`config.mk`:
```
export PLATFORM = sky130hd
export DESIGN_NAME = grouped_irq_arbiter
export DESIGN_NICKNAME = d
export VERILOG_FILES = /design/src/rtl/irqarb_pkg.sv /design/src/rtl/irqarb_regs.sv /design/src/rtl/irqarb_select.sv /design/src/rtl/irqarb_nest.sv /design/src/rtl/grouped_irq_arbiter.sv
export SDC_FILE = /design/constraint.sdc
export NUM_CORES = 2
export LEC_CHECK = 0
export BUFFER_PORTS_ARGS = -buffer_cell sky130_fd_sc_hd__buf_4
export CELL_PAD_IN_SITES_DETAIL_PLACEMENT = 2
export CELL_PAD_IN_SITES_GLOBAL_PLACEMENT = 2
export CORE_UTILIZATION = 35
export CTS_BUF_LIST = sky130_fd_sc_hd__clkbuf_16
export DETAILED_ROUTE_END_ITERATION = 16
export HOLD_SLACK_MARGIN = 0.1
export PLACE_DENSITY = 0.79
export SYNTH_ARGS = -nofsm -noshare
export SYNTH_HDL_FRONTEND = slang
export SYNTH_SLANG_ARGS = --single-unit
```
`constraint.sdc`:
```
create_clock -name clk -period 84.9 [get_ports clk]
set_input_delay 12.735 -clock clk [delete_from_list [all_inputs] [get_ports clk]]
set_output_delay 12.735 -clock clk [all_outputs]
set_load 0.01 [all_outputs]
```
`src/rtl/irqarb_pkg.sv`:
```
package irqarb_pkg;
  localparam int PRIO_W  = 4;
  localparam int ADDR_W  = 8;
  localparam logic [15:0] GRP_KEY = 16'h05FA;

  // word address map
  localparam int A_SETEN = 'h00;
  localparam int A_CLREN = 'h08;
  localparam int A_SETPD = 'h10;
  localparam int A_CLRPD = 'h18;
  localparam int A_ACTV  = 'h20;
  localparam int A_PRIO  = 'h40;
  localparam int A_GRP   = 'h80;

  // mask selecting the preemption bits for a stored (inverted) group field
  function automatic logic [PRIO_W-1:0] pre_mask(input logic [2:0] fld);
    int g;
    g = 7 - int'(fld);
    if (g > PRIO_W) g = PRIO_W;
    return ~({PRIO_W{1'b1}} >> g);
  endfunction
endpackage

```
`src/rtl/irqarb_regs.sv`:
```
module irqarb_regs
  import irqarb_pkg::*;
#(
  parameter int NUM_IRQ = 64,
  localparam int IDW    = $clog2(NUM_IRQ),
  localparam int WORDS  = NUM_IRQ / 32,
  localparam int PWORDS = NUM_IRQ / 4
) (
  input  logic                     clk,
  input  logic                     rst,
  input  logic [NUM_IRQ-1:0]       irq_in,
  input  logic                     reg_we,
  input  logic [ADDR_W-1:0]        reg_addr,
  input  logic [31:0]              reg_wdata,
  output logic [31:0]              reg_rdata,
  input  logic                     ack_fire,
  input  logic [IDW-1:0]           ack_id,
  input  logic [NUM_IRQ-1:0]       active_vec,
  output logic [NUM_IRQ-1:0]       en_vec,
  output logic [NUM_IRQ-1:0]       pend_vec,
  output logic [NUM_IRQ*PRIO_W-1:0] prio_flat,
  output logic [2:0]               grp_field
);
  logic [NUM_IRQ-1:0] en_q, pend_q;
  logic [NUM_IRQ-1:0] en_set, en_clr, pd_set, pd_clr, ack_mask;
  logic [PRIO_W-1:0]  prio_q [NUM_IRQ];
  logic [2:0]         grp_q;
  logic [31:0]        rd_next;
  int                 a;

  assign a = int'(reg_addr);

  // write decode of the bit banks
  always_comb begin
    en_set = '0; en_clr = '0; pd_set = '0; pd_clr = '0;
    for (int w = 0; w < WORDS; w++) begin
      if (reg_we && a == A_SETEN + w) en_set[w*32 +: 32] = reg_wdata;
      if (reg_we && a == A_CLREN + w) en_clr[w*32 +: 32] = reg_wdata;
      if (reg_we && a == A_SETPD + w) pd_set[w*32 +: 32] = reg_wdata;
      if (reg_we && a == A_CLRPD + w) pd_clr[w*32 +: 32] = reg_wdata;
    end
    ack_mask = '0;
    if (ack_fire) ack_mask[ack_id] = 1'b1;
  end

  always_ff @(posedge clk) begin
    if (rst) begin
      en_q   <= '0;
      pend_q <= '0;
      grp_q  <= '0;
    end else begin
      en_q   <= (en_q | en_set) & ~en_clr;
      pend_q <= (pend_q | pd_set | irq_in) & ~(pd_clr | ack_mask);
      if (reg_we && a == A_GRP && reg_wdata[31:16] == GRP_KEY)
        grp_q <= reg_wdata[10:8];
    end
  end

  // urgency nibbles, four per word, upper nibble of each byte
  always_ff @(posedge clk) begin
    for (int n = 0; n < NUM_IRQ; n++) begin
      if (rst)
        prio_q[n] <= '0;
      else if (reg_we && a == A_PRIO + n / 4)
        prio_q[n] <= reg_wdata[(n % 4)*8 + 4 +: PRIO_W];
    end
  end

  always_comb begin
    rd_next = '0;
    for (int w = 0; w < WORDS; w++) begin
      if (a == A_SETEN + w || a == A_CLREN + w) rd_next = en_q[w*32 +: 32];
      if (a == A_SETPD + w || a == A_CLRPD + w) rd_next = pend_q[w*32 +: 32];
      if (a == A_ACTV + w)                      rd_next = active_vec[w*32 +: 32];
    end
    for (int j = 0; j < PWORDS; j++) begin
      if (a == A_PRIO + j)
        for (int b = 0; b < 4; b++) rd_next[b*8 + 4 +: PRIO_W] = prio_q[j*4 + b];
    end
    if (a == A_GRP) rd_next[10:8] = grp_q;
  end

  always_ff @(posedge clk) begin
    if (rst) reg_rdata <= '0;
    else     reg_rdata <= rd_next;
  end

  always_comb begin
    for (int n = 0; n < NUM_IRQ; n++) prio_flat[n*PRIO_W +: PRIO_W] = prio_q[n];
  end

  assign en_vec    = en_q;
  assign pend_vec  = pend_q;
  assign grp_field = grp_q;
endmodule

```
`src/rtl/irqarb_select.sv`:
```
module irqarb_select
  import irqarb_pkg::*;
#(
  parameter int NUM_IRQ = 64,
  localparam int IDW = $clog2(NUM_IRQ)
) (
  input  logic [NUM_IRQ-1:0]        cand,
  input  logic [NUM_IRQ*PRIO_W-1:0] prio_flat,
  output logic                      win_valid,
  output logic [IDW-1:0]            win_id,
  output logic [PRIO_W-1:0]         win_prio
);
  // strict compare while scanning upward keeps the lowest index on ties
  always_comb begin
    win_valid = 1'b0;
    win_id    = '0;
    win_prio  = '1;
    for (int i = 0; i < NUM_IRQ; i++) begin
      if (cand[i] && (!win_valid || prio_flat[i*PRIO_W +: PRIO_W] < win_prio)) begin
        win_valid = 1'b1;
        win_id    = IDW'(i);
        win_prio  = prio_flat[i*PRIO_W +: PRIO_W];
      end
    end
  end
endmodule

```
`src/rtl/irqarb_nest.sv`:
```
module irqarb_nest #(
  parameter int NUM_IRQ = 64,
  parameter int DEPTH   = 16,
  localparam int IDW   = $clog2(NUM_IRQ),
  localparam int SW    = (DEPTH > 1) ? $clog2(DEPTH) : 1,
  localparam int CNT_W = $clog2(DEPTH + 1)
) (
  input  logic               clk,
  input  logic               rst,
  input  logic               push,
  input  logic [IDW-1:0]     push_id,
  input  logic               pop,
  output logic [NUM_IRQ-1:0] active_vec,
  output logic               top_valid,
  output logic [IDW-1:0]     top_id,
  output logic [CNT_W-1:0]   cnt
);
  logic [IDW-1:0]     stk [DEPTH];
  logic [CNT_W-1:0]   cnt_q;
  logic [NUM_IRQ-1:0] act_q, act_n;
  logic [SW-1:0]      top_slot, wr_slot;
  logic               pop_ok, push_ok;

  assign top_slot  = SW'(cnt_q - 1'b1);
  assign top_valid = (cnt_q != '0);
  assign top_id    = top_valid ? stk[top_slot] : '0;
  assign pop_ok    = pop && top_valid;
  assign push_ok   = push && ((cnt_q < CNT_W'(DEPTH)) || pop_ok);
  assign wr_slot   = pop_ok ? top_slot : SW'(cnt_q);

  always_comb begin
    act_n = act_q;
    if (pop_ok)  act_n[top_id]  = 1'b0;
    if (push_ok) act_n[push_id] = 1'b1;
  end

  always_ff @(posedge clk) begin
    if (rst) begin
      cnt_q <= '0;
      act_q <= '0;
    end else begin
      act_q <= act_n;
      if (push_ok && !pop_ok)      cnt_q <= cnt_q + 1'b1;
      else if (pop_ok && !push_ok) cnt_q <= cnt_q - 1'b1;
    end
  end

  always_ff @(posedge clk) begin
    if (push_ok) stk[wr_slot] <= push_id;
  end

  assign active_vec = act_q;
  assign cnt        = cnt_q;
endmodule

```
`src/rtl/grouped_irq_arbiter.sv`:
```
module grouped_irq_arbiter
  import irqarb_pkg::*;
#(
  parameter int NUM_IRQ    = 64,
  parameter int NEST_DEPTH = 16,
  localparam int IDW   = $clog2(NUM_IRQ),
  localparam int CNT_W = $clog2(NEST_DEPTH + 1)
) (
  input  logic               clk,
  input  logic               rst,
  input  logic [NUM_IRQ-1:0] irq_in,
  input  logic               reg_we,
  input  logic [ADDR_W-1:0]  reg_addr,
  input  logic [31:0]        reg_wdata,
  output logic [31:0]        reg_rdata,
  output logic               irq_req,
  output logic [IDW-1:0]     irq_id,
  input  logic               cpu_ack,
  input  logic               cpu_done
);
  logic [NUM_IRQ-1:0]        en_vec, pend_vec, active_vec;
  logic [NUM_IRQ*PRIO_W-1:0] prio_flat;
  logic [2:0]                grp_field;
  logic                      win_valid, top_valid, ack_fire, allow;
  logic [IDW-1:0]            win_id, top_id;
  logic [PRIO_W-1:0]         win_prio, top_prio, pmask;
  logic [CNT_W-1:0]          nest_cnt;
  logic                      req_q;
  logic [IDW-1:0]            id_q;

  assign ack_fire = cpu_ack && req_q;

  irqarb_regs #(.NUM_IRQ(NUM_IRQ)) u_regs (
    .clk(clk), .rst(rst), .irq_in(irq_in),
    .reg_we(reg_we), .reg_addr(reg_addr), .reg_wdata(reg_wdata), .reg_rdata(reg_rdata),
    .ack_fire(ack_fire), .ack_id(id_q), .active_vec(active_vec),
    .en_vec(en_vec), .pend_vec(pend_vec), .prio_flat(prio_flat), .grp_field(grp_field)
  );

  irqarb_select #(.NUM_IRQ(NUM_IRQ)) u_sel (
    .cand(en_vec & pend_vec), .prio_flat(prio_flat),
    .win_valid(win_valid), .win_id(win_id), .win_prio(win_prio)
  );

  irqarb_nest #(.NUM_IRQ(NUM_IRQ), .DEPTH(NEST_DEPTH)) u_nest (
    .clk(clk), .rst(rst), .push(ack_fire), .push_id(id_q), .pop(cpu_done),
    .active_vec(active_vec), .top_valid(top_valid), .top_id(top_id), .cnt(nest_cnt)
  );

  // preemption decision on the masked upper part only
  assign pmask    = pre_mask(grp_field);
  assign top_prio = prio_flat[int'(top_id)*PRIO_W +: PRIO_W];
  assign allow    = win_valid && (!top_valid || ((win_prio & pmask) < (top_prio & pmask)));

  always_ff @(posedge clk) begin
    if (rst) begin
      req_q <= 1'b0;
      id_q  <= '0;
    end else begin
      req_q <= ack_fire ? 1'b0 : allow;
      if (!ack_fire) id_q <= win_id;
    end
  end

  assign irq_req = req_q;
  assign irq_id  = id_q;
endmodule

```
* Word level (Yosys, flattened, before mapping)
Memory sizes are Yosys's and may differ from the RTL's.
Index checks and enable logic that the tools add are counted.
** Storage, ports and cells
- Flip-flop bits (word level) :: 239
- Memory bits (writable) :: 352
- Bits of input ports :: 109
- Output and inout port bits :: 39
- Word-level logic and storage cells :: 825
- Memories kept :: 2
** Memories
- u_regs.prio_q :: depth 64, width 4, read ports 64, clocked after memory_dff 0, wr ports 64, line irqarb_regs.sv:26 : logic [PRIO_W-1:0] prio_q [NUM_IRQ];
- u_nest.stk :: depth 16, width 6, read ports 1, clocked after memory_dff 0, wr ports 1, line irqarb_nest.sv:18 : logic [IDW-1:0] stk [DEPTH];
** Operators by class
- $add $sub $neg :: 3
- Magnitude comparators :: 70
- Equal/unequal tests :: 27
- Shift operators :: 2
- Mux-type cells :: 398
- Bitwise gates (word level) :: 79
- Reductions and logical operators :: 236
** Operators with widths (number)
- $mux W4 :: 201
- $mux W32 :: 15
- $or A64 B64 Y64 :: 5
- $and A64 B64 Y64 :: 4
- $lt A4 B4 Y1 :: 64
- $shiftx A256 B9 Y4 :: 1
- $mux W6 :: 33
- $mux W64 :: 3
- $not A64 Y64 :: 3
- $eq A8 B8 Y1 const B :: 17
- $mux W1 :: 119
- $logic_and A1 B1 Y1 :: 97
- $mux W5 :: 18
- $logic_or A1 B1 Y1 :: 69
- $logic_not A1 Y1 :: 66
- $or A1 B1 Y1 :: 64
- $eq A8 B6 Y1 const B :: 4
- $logic_not A32 Y1 :: 1
- $shr A4 B32 Y4 const A :: 1
- $eq A16 B11 Y1 const B :: 1
- $eq A8 B5 Y1 const B :: 2
- $eq A8 B7 Y1 const B :: 2
- $mux W3 :: 5
- $lt A6 B7 Y1 const B :: 2
- other kinds (14) :: 18

* Logic depth before layout (Yosys ltp)
- Depth after elaboration :: 258
- Mapped depth :: 542
- Depth with buffers taken out :: 523

* By module
Synthesis repeated with hierarchy kept, for this count alone.
** Unflattened totals
- Cell total of the unflattened synthesis :: 5270
- Area, all modules :: 46834.9 um^2
** Modules (own cells, without submodules)
- irqarb_regs :: instances 1, cells an instance 1900, area an instance 20194.4 um^2, seq. area each 10950.5 um^2
- irqarb_select :: instances 1, cells an instance 2516, area an instance 16587.2 um^2, seq. area each 0.0 um^2
- irqarb_nest :: instances 1, cells an instance 598, area an instance 7171.9 um^2, seq. area each 4264.1 um^2
- grouped_irq_arbiter :: instances 1, cells an instance 256, area an instance 2881.5 um^2, seq. area each 140.1 um^2

* Worst setup path before layout
Ideal clock, no wire load.
- Path type :: flip-flop to flip-flop
- From :: register u_regs.en_q[0], in the netlist u_regs.en_vec[0]
- To :: register req_q, in the netlist irq_req
- Setup time :: 0.091 ns
- Arrival time :: 88.436 ns
- Data required time :: 84.809 ns
- Setup slack :: -3.626 ns
- Cell stages (with the launch flop) :: 501
- Buffers on the path :: 20
- Clock period less this slack :: 88.526 ns
- Cells stage by stage :: dfxtp_1 buf_2 nand2_2 nor2_1 ha_1 a311oi_1 o21a_1 or2_1 buf_2 nand2_1 o21ai_0 inv_1 ha_1 nand3_1 o32a_1 o21ai_2 mux2i_1 ha_1 (+465 left out) maj3_2 a31o_1 buf_4 mux2i_1 ha_1 a211o_1 nor3_1 nand2_1 mux2i_4 nor4_1 o21bai_1 ha_1 o21a_1 o211ai_1 a21oi_1 a2111oi_0 nand2_1 a311oi_1
** On the way
- Longest elaborated chain between the ends :: 258
- Elaborated cells between the ends (all ways) :: 385
- Those cells by class :: 64 x order compare; 128 x mux; 2 x bitwise; 191 x reduce/logical
** RTL lines
- start: declaration :: line irqarb_regs.sv:24 : logic [NUM_IRQ-1:0] en_q, pend_q;
- start signal: assignment :: line irqarb_regs.sv:52 : en_q <= (en_q | en_set) & ~en_clr;
- $and A64 B64 Y64 (*) :: line grouped_irq_arbiter.sv:41 : .cand(en_vec & pend_vec), .prio_flat(prio_flat),
- $mux W4 / $mux W1 (equally long branches) :: line irqarb_select.sv:19 : if (cand[i] && (!win_valid || prio_flat[i*PRIO_W +: PRIO_W] < win_prio)) begin
- $lt A4 B4 Y1 / $logic_not A1 Y1 (equally long branches) :: line irqarb_select.sv:19
- $logic_or A1 B1 Y1 :: line irqarb_select.sv:19
- $logic_and A1 B1 Y1 :: line irqarb_select.sv:19
- $mux W4 / $mux W1 (equally long branches) :: line irqarb_select.sv:19
- $lt A4 B4 Y1 / $logic_not A1 Y1 (equally long branches) :: line irqarb_select.sv:19
- $logic_or A1 B1 Y1 :: line irqarb_select.sv:19
- (+242 left out)
- $lt A4 B4 Y1 / $logic_not A1 Y1 (equally long branches) :: line irqarb_select.sv:19
- $logic_or A1 B1 Y1 :: line irqarb_select.sv:19
- $logic_and A1 B1 Y1 :: line irqarb_select.sv:19
- $mux W4 :: line irqarb_select.sv:19
- $and A4 B4 Y4 :: line grouped_irq_arbiter.sv:53 : assign allow = win_valid && (!top_valid || ((win_prio & pmask) < (top_prio & pmask)));
- $lt A4 B4 Y1 :: line grouped_irq_arbiter.sv:53
- $logic_or A1 B1 Y1 :: line grouped_irq_arbiter.sv:53
- $logic_and A1 B1 Y1 (*) :: line grouped_irq_arbiter.sv:53
- end signal: assignment :: line grouped_irq_arbiter.sv:60 : req_q <= ack_fire ? 1'b0 : allow;
- end: declaration :: line grouped_irq_arbiter.sv:28 : logic req_q;
Every way passes the cells marked *; elsewhere a longest branch is shown, timed or not.
A chain may end at the register's enable or synchronous reset.

==> metrics <==
outcome=complete, but fails checks; failing checks=max-capacitance violations, max-slew violations, negative setup slack; PD cells=24.8 nW/um^2; area grow syn2layout=27.0%; clock-pin slew on the worst setup and hold paths=0.07 ns; Crit Path Class=reg2reg; Post-synth ARST share=0; initial antenna violation count=36; Setup crit end kind=register; Synth top area share=0.242; Synth area leaders=edfxtp_1 24%, dfxtp_1 11%, a21oi_1 4.6%; # fillers=~13,000; RSZ-0062 raised after global routing=true; max-cap violations=1; Max Fclk=between 10 and 15 MHz; clock skew=0.0623 ns; share of layout cells above drive strength 1=0.280; Initial Util=0.353; storage element area=15,400 sq um; final worst-path cycle share=1.02; Crit path top cell by count=ha_4; pin count of the biggest net entering global routing=189; Buf/Inv on CP=30; placed cell count=6,845; Detail Route Antenna Nets=0; PnR worst setup slack=-1.53 ns; total wire length=281 mm; Fin. Hold Viols=0; CTS tree=built; Die W=355 um; Syn Inst Count=a little over 5,000; Pins Over Slew Limit=3; cell taking the most area after synthesis=edfxtp_1; IO Count=148; routed len/inst=between 30 and 40 um; Max VDD drop=between 0.00004 and 0.00005 V; row cnt=roughly 130; clock buffer count from CTS=73; Worst-Skew Late Latency=about 0.75 ns; cell area after placement=48,100 sq um; grt ovf=0; # port buffers=147; commonest non-fill, non-tap cell in the layout=buf_4; number of synthesized register bits=591; routability cong.=roughly 1; Synth Flop Type=edfxtp_1; Synth Area per Inst=8.61 sq um; H-Tree Level Count=3; Nets=5,755; Startpoint Class=register; first-pass GRT wire length=369 mm; CP max stage cell=or4_4; Required @ worst endpoint=85.53 ns; vias in the first global route=50,200; CP arrival=87.06 ns; clk buf depth=3; starting DRC count in detailed routing=6,722; Pwr Total=around 1.4 mW; first drt pass iteration count=9; Die Y-Extent=355 um; Synth cell types=147; cts hold-fix bufs=0; syn nets=5,251; Slew @ Worst Pin=1.52 ns; Leakage=20.4 nW; Die ar.=about 130,000 sq um; Final Instance Area=55,400 sq um; endpoints failing setup=7; minimum clock period after layout=86.43 ns; crit-path max cell delay=around 0.54 ns; Vias=51,500; Hold Path Class=reg2reg; Sink Count=591; vias per cell=7.06; synthesized cell area=43,600 sq um; Yosys warning count=0; Clock Tree Root=clkbuf_16; CP Max Fanout=6; Rel. slew slack=-0.0214; area of the multi-input gates=29,200 sq um; CP delay by family, top=compound AO/OA/AOI/OAI gates; total track usage=0.401; Detailed Place HPWL=189 mm; total core area=124,000 sq um; non-filler instance count after layout=7,287; most frequent cells in the layout=737 x buf_4, 450 x nand2_1, 377 x nor2_1, 357 x a21oi_1, 352 x edfxtp_1; sequential cell area fraction in the yosys report=0.352; DRC=0; EDFF count, synth=352
==> final timing paths <==
check                       startpoint                   end  slack (ns)  depth (start not counted)
setup / recovery   u_regs.prio_q[0][3]               irq_req       -1.53                        495
hold / removal    u_nest.active_vec[8]  u_nest.active_vec[8]        0.48                          2
setup reg to reg   u_regs.prio_q[0][3]               irq_req       -1.53                        495
hold reg to reg   u_nest.active_vec[8]  u_nest.active_vec[8]        0.48                          2
==> per-layer routing <==
layer | wire (um) | GRT usage | part of all wire
met3 | 33100 | 0.112 | 0.12
met2 | 121000 | 0.609 | 0.43
met4 | 22600 | 0.250 | 0.081
met5 | 420 | 0 | 0.0015
met1 | 104000 | 0.502 | 0.37
==> worst register-to-register path: cells and delay by family (launching register included) <==
family / cells / cell delay [ns]
simple gates: 185 / 26.18
fa+ha+maj: 66 / 16.90
mux: 23 / 5.99
buf+inv: 30 / 2.80
flops: 1 / 0.45
compound gates: 191 / 34.02
==> cell type report <==
| type | count | area share |
|---|---|---|
| Tap cell | 1637 | 0.0370 |
| Multi-Input combinational cell | 4017 | 0.527 |
| Timing Repair Buffer | 741 | 0.101 |
| Antenna cell | 17 | 0.000768 |
| Sequential cell | 591 | 0.277 |
| Clock inverter | 61 | 0.0133 |
| Inverter | 149 | 0.0103 |
| Clock buffer | 74 | 0.0334 |
==> repair_timing <==
| action | in CTS | in global routing |
|---|---|---|
| gates resized for setup | 155 | 396 |
| pin swaps | 91 | 265 |
| setup endpoints to repair | 7 | 7 |
| endpoints found under the hold margin | 0 | 0 |
| buffers inserted | 122 | 169 |
==> cells in the mapped netlist (19+ instances only) <==
| cell type | count |
|---|---|
| o211ai_1 | 45 |
| nor3_1 | 99 |
| a21o_1 | 78 |
| or2_2 | 40 |
| o22ai_1 | 55 |
| a222oi_1 | 62 |
| edfxtp_1 | 352 |
| mux4_2 | 24 |
| a2111oi_0 | 68 |
| a31oi_1 | 65 |
| nand2_1 | 515 |
| nor4_1 | 32 |
| o21ai_0 | 224 |
| a21oi_1 | 404 |
| a22o_1 | 37 |
| a221oi_1 | 35 |
| inv_1 | 147 |
| nor2_1 | 446 |
| buf_1 | 19 |
| xnor2_1 | 25 |
| mux2i_1 | 90 |
| dfxtp_1 | 239 |
| and2_1 | 297 |
| nand4_1 | 50 |
| a211o_1 | 28 |
| o21a_1 | 33 |
| o31a_1 | 22 |
| nand3_1 | 129 |
| o221ai_1 | 42 |
| ha_1 | 73 |
| or3_1 | 35 |
| a22oi_1 | 89 |
| clkbuf_1 | 229 |
| maj3_1 | 27 |
| o31ai_1 | 23 |
| and3_1 | 36 |
| buf_4 | 25 |
| mux2_2 | 43 |
| buf_2 | 24 |
| nand2b_1 | 56 |
| a211oi_1 | 196 |
==> cells by family (layout without fill, tap and decap cells) <==
kind of cell,count (synthesis),in the layout,synth area share
adders and majority gates,102,102,0.0276
muxes,179,179,0.0514
other,0,17,0
buffers and inverters,461,1025,0.0444
and+or+nand+nor,1874,1874,0.212
AOI/OAI and AO/OA,1822,1822,0.304
xor gates and xnor gates,40,40,0.00803
DFF,591,591,0.352
==> metrics by stage <==
stage	setup slack (ns)	TNS, ns	hold slack [ns]	utilization
after detailed placement	-5.73	-33.33	0.471	0.389
after CTS	0.000945	0	0.480	0.423
after floorplan	0.0142	0	0.453	-
final	-1.53	-4.37	0.482	0.448
after global routing	-3.88	-20.44	0.508	0.448
after global placement	-0.119	-0.119	0.461	0.389
==> state kept, by name, indices dropped and copies added (netlist names) <==
name / cells
u_nest.cnt: 5
u_regs.en_vec: 64
u_regs.grp_field: 3
u_regs.prio_q: 256
u_nest.stk: 96
irq_req: 1
u_nest.active_vec: 64
u_regs.reg_rdata: 32
u_regs.pend_vec: 64
irq_id: 6
==> where the power goes <==
part	total [mW]	internal, mW	switching [mW]
clock network	0.346	0.196	0.150
registers	0.346	0.314	0.0322
logic	0.680	0.180	0.501
Power figures use the tool's default switching activity.
